## config.mk

```make
export PLATFORM = sky130hd
export DESIGN_NAME = nand_boot_fetch
export DESIGN_NICKNAME = d
export VERILOG_FILES = /design/src/rtl/nbf_pkg.sv /design/src/rtl/nbf_sync2.sv /design/src/rtl/nbf_seq.sv /design/src/rtl/nbf_capture.sv /design/src/rtl/nand_boot_fetch.sv
export SDC_FILE = /design/constraint.sdc
export NUM_CORES = 1
export LEC_CHECK = 0
export ABC_AREA = 0
export BUFFER_PORTS_ARGS = -buffer_cell sky130_fd_sc_hd__buf_4
export CAP_MARGIN = 20
export CORE_MARGIN = 2
export CORE_UTILIZATION = 50
export CTS_CLUSTER_SIZE = 16
export DETAILED_ROUTE_END_ITERATION = 8
export PLACE_DENSITY = 0.71
export REMOVE_ABC_BUFFERS = 1
export SLEW_MARGIN = 20
export SYNTH_ARGS = -nofsm -noshare
export SYNTH_HDL_FRONTEND = slang
export SYNTH_SLANG_ARGS = --single-unit
```

## constraint.sdc

```tcl
create_clock -name clk -period 2.3 [get_ports clk]
set_clock_uncertainty 0.05 [all_clocks]
set_input_delay 0.46 -clock clk [delete_from_list [all_inputs] [get_ports clk]]
set_output_delay 0.46 -clock clk [all_outputs]
set_load 0.01 [all_outputs]
```

## src/rtl/nbf_pkg.sv

```systemverilog
package nbf_pkg;

  typedef enum logic [2:0] {
    ST_WAIT = 3'd0,
    ST_LOW  = 3'd1,
    ST_HIGH = 3'd2,
    ST_FIN  = 3'd3,
    ST_DONE = 3'd4,
    ST_ERR  = 3'd5
  } nbf_state_e;

  // True on the final cycle of a phase that lasts len cycles.
  function automatic logic phase_last(input int unsigned cnt, input int unsigned len);
    return (cnt + 1) == len;
  endfunction

  // Chip enable is released once the page is finished or the wait failed.
  function automatic logic ce_released(input nbf_state_e s);
    return (s == ST_FIN) || (s == ST_DONE) || (s == ST_ERR);
  endfunction

  function automatic int unsigned max2(input int unsigned a, input int unsigned b);
    return (a > b) ? a : b;
  endfunction

endpackage

```

## src/rtl/nbf_sync2.sv

```systemverilog
module nbf_sync2 #(
  parameter bit RST_VAL = 1'b0
) (
  input  logic clk,
  input  logic rst_n,
  input  logic d,
  output logic q
);
  logic meta;

  always_ff @(posedge clk or negedge rst_n) begin
    if (!rst_n) begin
      meta <= RST_VAL;
      q    <= RST_VAL;
    end else begin
      meta <= d;
      q    <= meta;
    end
  end
endmodule

```

## src/rtl/nbf_seq.sv

```systemverilog
module nbf_seq
  import nbf_pkg::*;
#(
  parameter int unsigned PAGE_BYTES  = 528,
  parameter int unsigned LOW_CYC     = 2,
  parameter int unsigned HIGH_CYC    = 2,
  parameter int unsigned TIMEOUT_CYC = 65535,
  parameter int unsigned ADDR_W      = 10
) (
  input  logic              clk,
  input  logic              rst_n,
  input  logic              rb_s,
  output nbf_state_e        state,
  output logic              sample_evt,
  output logic [ADDR_W-1:0] byte_idx
);
  localparam int unsigned PH_W = $clog2(max2(LOW_CYC, HIGH_CYC) + 1);
  localparam int unsigned TO_W = $clog2(TIMEOUT_CYC + 1);

  logic [PH_W-1:0] ph;
  logic [TO_W-1:0] wait_cnt;
  logic low_end, high_end, at_last;

  assign low_end    = phase_last(32'(ph), LOW_CYC);
  assign high_end   = phase_last(32'(ph), HIGH_CYC);
  assign at_last    = (byte_idx == ADDR_W'(PAGE_BYTES - 1));
  assign sample_evt = (state == ST_LOW) && low_end;

  always_ff @(posedge clk or negedge rst_n) begin
    if (!rst_n) begin
      state    <= ST_WAIT;
      ph       <= '0;
      wait_cnt <= '0;
      byte_idx <= '0;
    end else begin
      case (state)
        ST_WAIT: begin
          if (rb_s) begin
            state <= ST_LOW;
            ph    <= '0;
          end else if (wait_cnt == TO_W'(TIMEOUT_CYC)) begin
            state <= ST_ERR;
          end else begin
            wait_cnt <= wait_cnt + 1'b1;
          end
        end
        ST_LOW: begin
          if (low_end) begin
            ph    <= '0;
            state <= at_last ? ST_FIN : ST_HIGH;
          end else begin
            ph <= ph + 1'b1;
          end
        end
        ST_HIGH: begin
          if (high_end) begin
            ph       <= '0;
            byte_idx <= byte_idx + 1'b1;
            state    <= ST_LOW;
          end else begin
            ph <= ph + 1'b1;
          end
        end
        ST_FIN:  state <= ST_DONE;
        default: state <= state;
      endcase
    end
  end
endmodule

```

## src/rtl/nbf_capture.sv

```systemverilog
module nbf_capture #(
  parameter int unsigned ADDR_W = 10,
  parameter int unsigned DATA_W = 8
) (
  input  logic              clk,
  input  logic              rst_n,
  input  logic              sample_evt,
  input  logic [ADDR_W-1:0] byte_idx,
  input  logic [DATA_W-1:0] io_in,
  output logic              we,
  output logic [ADDR_W-1:0] addr,
  output logic [DATA_W-1:0] wdata
);
  always_ff @(posedge clk or negedge rst_n) begin
    if (!rst_n) begin
      we    <= 1'b0;
      addr  <= '0;
      wdata <= '0;
    end else begin
      we <= sample_evt;
      if (sample_evt) begin
        addr  <= byte_idx;
        wdata <= io_in;
      end
    end
  end
endmodule

```

## src/rtl/nand_boot_fetch.sv

```systemverilog
module nand_boot_fetch
  import nbf_pkg::*;
#(
  parameter  int unsigned PAGE_BYTES  = 528,
  parameter  int unsigned LOW_CYC     = 2,
  parameter  int unsigned HIGH_CYC    = 2,
  parameter  int unsigned TIMEOUT_CYC = 65535,
  parameter  int unsigned DATA_W      = 8,
  localparam int unsigned ADDR_W      = $clog2(PAGE_BYTES)
) (
  input  logic              clk,
  input  logic              rst_n,
  input  logic              nand_rb,
  input  logic [DATA_W-1:0] nand_io,
  output logic              nand_ce_n,
  output logic              nand_re_n,
  output logic              buf_we,
  output logic [ADDR_W-1:0] buf_addr,
  output logic [DATA_W-1:0] buf_wdata,
  output logic              done,
  output logic              timeout_err
);
  nbf_state_e        state;
  logic              rb_s;
  logic              sample_evt;
  logic              in_wait;
  logic [ADDR_W-1:0] byte_idx;

  nbf_sync2 #(.RST_VAL(1'b0)) u_sync (
    .clk(clk), .rst_n(rst_n), .d(nand_rb), .q(rb_s)
  );

  nbf_seq #(
    .PAGE_BYTES(PAGE_BYTES), .LOW_CYC(LOW_CYC), .HIGH_CYC(HIGH_CYC),
    .TIMEOUT_CYC(TIMEOUT_CYC), .ADDR_W(ADDR_W)
  ) u_seq (
    .clk(clk), .rst_n(rst_n), .rb_s(rb_s),
    .state(state), .sample_evt(sample_evt), .byte_idx(byte_idx)
  );

  nbf_capture #(.ADDR_W(ADDR_W), .DATA_W(DATA_W)) u_cap (
    .clk(clk), .rst_n(rst_n), .sample_evt(sample_evt), .byte_idx(byte_idx),
    .io_in(nand_io), .we(buf_we), .addr(buf_addr), .wdata(buf_wdata)
  );

  assign in_wait     = (state == ST_WAIT);
  assign nand_re_n   = (state != ST_LOW);
  assign nand_ce_n   = ce_released(state);
  assign done        = (state == ST_DONE);
  assign timeout_err = (state == ST_ERR);
endmodule

```

==> results.cfg <==
[place]
hpwl_um = 2890
gp_congestion = 0.786
port_buffers = 33
dpl_cell_area_um2 = 2590

[worst_setup_path]
critPathSlowestCell = or4_4
cpPeakStageDelay_ns = 0.65
critical-path-top-delay-family = simple AND/OR/NAND/NOR gates
path_cells = or4_4 -> or3_4 -> nor4b_4 -> xor2_1
critPathMaxFanout = 11
start_kind = register
critPathKind = reg -> reg
endpoint_kind = register
crit_buf_inv = 0
cp_data_arrival_time_ns = 2.24
crit_required_ns = 2.48

[yosys]
synth-edff-count = 0
synth_seq_cells = 52
synth_ff_type = dfrtp_1
synth_cells = 182
yosysUniqueCellTypes = 35
async_reset_ff_share_pct = 100
netlist_area_um2 = 2290
yosysSeqAreaShare_pct = 56.9
yosys_warnings = 0
postSynthAreaPerCell_um2 = 12.6

[power_and_ir_drop]
ir_drop_uv = 701
comb_power_share_pct = 22.5
seqPwrFrac_pct = 50.1
switching_share_pct = 27.7
internal_power_mw = 1.66
leakagePower_nw = 1.32
power_density_nw_per_um2 = 845
power.switching_uw = 636
clockPowerShare_pct = 27.3

[clock_tree]
cts_max_level = 2
cts_made_buffers = 5
cts-root-buf = clkbuf_8
hold_buffers = 0
cts_setup_buffers = 0
cts_resized = 0
clk_pin_slew_worst_paths_ns = 0.10
insertion_delay_ns = 0.31
cts_num_sinks = 52
cts_tree = built
cts_buffer_depth = 2

[global_route]
antenna_found_initial = 0
grt_pass1_wl_um = 6890
grt_pass1_vias = 1536
grt_overflow = 0
grt_usage_pct = 17.2
grt_max_degree = 53

[sta]
finalSetupViolations = 0
finalCritPeriodShare_pct = 89.4
finalSetupTns_ns = 0
drv_slew = 0
slew_headroom_pct = 58.0
timing.fmax_mhz = 486
fin_crit_ns = 2.06
worstMarginPinSlew_ns = 0.629
rsz0062_at_grt = false
hold_violations = 0

[detailed_routing]
drc = 0
vias = 1504
drtIter0Drc = 32
wl_um = 3930
wire_per_inst_um = 14.5
ant_nets = 0
dr.pass1.iters = 4
avgViaCountPerCell = 5.53

[cells_and_area]
stdcell_area_um2 = 2710
antenna_cells = 0
final_nets = 232
most-common-layout-cells = dfrtp_1, buf_4, mux2_2
drive_above_1_share_pct = 32.7
layout_commonest_cell = dfrtp_1
area_growth_pct = 18.5

[floorplanning]
io_pins = 34
fp-row-count = 24
die_height_um = 71.7
initial_core_util_pct = 52.2
dieWidth_um = 71.7
core_um2 = 4380
die_area_um2 = 5130

[worst_hold_path]
hold_class = in -> async

[run_status]
outcome = finished clean

[run]
maxCapViolCount = 0
==> final cells by class <==
type                    instances  area (um2)
clock inverters                 3        47.5
repair buffers                 37         278
clock buffers                   5        68.8
flip-flops and latches         52        1300
fillers                       363        1670
inverters                       4        15.0
well taps                      52        65.1
multi-input cells             119         936
==> per-stage QoR <==
step	utilization (%)	power (mW)	hold slack, ns	instances	setup WS (ns)
after floorplan	-	1.43	0.114	175	0.350
after global placement	59.2	1.67	0.288	264	0.300
after detailed placement	59.2	1.69	0.293	264	0.252
after CTS	61.8	2.32	0.131	272	0.240
after global routing	61.8	2.43	0.160	272	0.129
final	61.8	2.29	0.106	272	0.243
==> flip-flops by register name, summed over array words and instances (netlist names) <==
register        cells
u_seq.wait_cnt     16
u_sync.meta         1
u_cap.we            1
u_seq.ph            2
u_sync.q            1
u_seq.state         3
u_cap.addr         10
u_cap.wdata         8
u_seq.byte_idx     10
==> metal layers <==
metal / share of wire [%] / track usage (%) / routed length, um / vias up
li1: - / - / - / 722
met1: 43 / 20.7 / 1690 / 749
met2: 51 / 29.2 / 2010 / 25
met3: 4.1 / 4.92 / 162 / 8
met4: 1.8 / 6.71 / 71 / 0
met5: 0 / 0 / 0 / -
==> path summary, 6_finish.rpt <==
kind	from	endpoint	slack, ns	cells past startpoint
worst max-delay path	u_seq.state[2]$_DFFE_PN0P_	u_seq.wait_cnt[14]$_DFFE_PN0P_	0.24	4
worst min-delay path	rst_n	u_seq.wait_cnt[13]$_DFFE_PN0P_	0.11	1
worst max register to register	u_seq.state[2]$_DFFE_PN0P_	u_seq.wait_cnt[14]$_DFFE_PN0P_	0.24	4
worst min register to register	u_sync.meta$_DFF_PN0_	u_sync.q$_DFF_PN0_	0.31	0
max in group asynchronous	rst_n	u_sync.q$_DFF_PN0_	1.66	1
min in group clk	nand_rb	u_sync.meta$_DFF_PN0_	0.21	1
==> power by group through the flow <==
stage	sequential (mW)	clock, mW	combinational [mW]
after floorplan	1.20	0	0.226
after global placement	1.16	0	0.510
after detailed placement	1.17	0	0.522
after CTS	1.15	0.646	0.525
after global routing	1.17	0.682	0.571
final	1.15	0.627	0.516
==> cell families after synthesis <==
| kind of cell | share of synthesized area [%] |
|---|---|
| AOI/OAI and AO/OA | 3.72 |
| xor gates and xnor gates | 9.57 |
| adders and majority gates | 1.09 |
| buffers and inverters | 2.24 |
| DFF | 56.9 |
| muxes | 9.84 |
| and+or+nand+nor | 16.7 |
==> synthesized netlist by cell type, types with 2 or more instances <==
master	number	share of area, %
nor3b_1	3	0.98
nor3_1	4	0.87
and4_1	2	0.77
buf_2	2	0.44
nor2_1	6	0.98
clkbuf_1	4	0.66
dfrtp_1	52	57
mux2_2	20	9.8
and3_1	4	1.1
ha_1	2	1.1
xor2_1	13	5.0
a41oi_1	2	0.77
nand3_1	5	1.1
nor4_2	2	1.1
o21ai_0	4	0.87
inv_1	4	0.66
nand2_1	11	1.8
xnor2_1	12	4.6
nor4b_1	2	0.77
and2_1	2	0.55
nand4_1	11	3.0
or3_1	2	0.55
No activity file was read; power rests on OpenSTA's default activity.
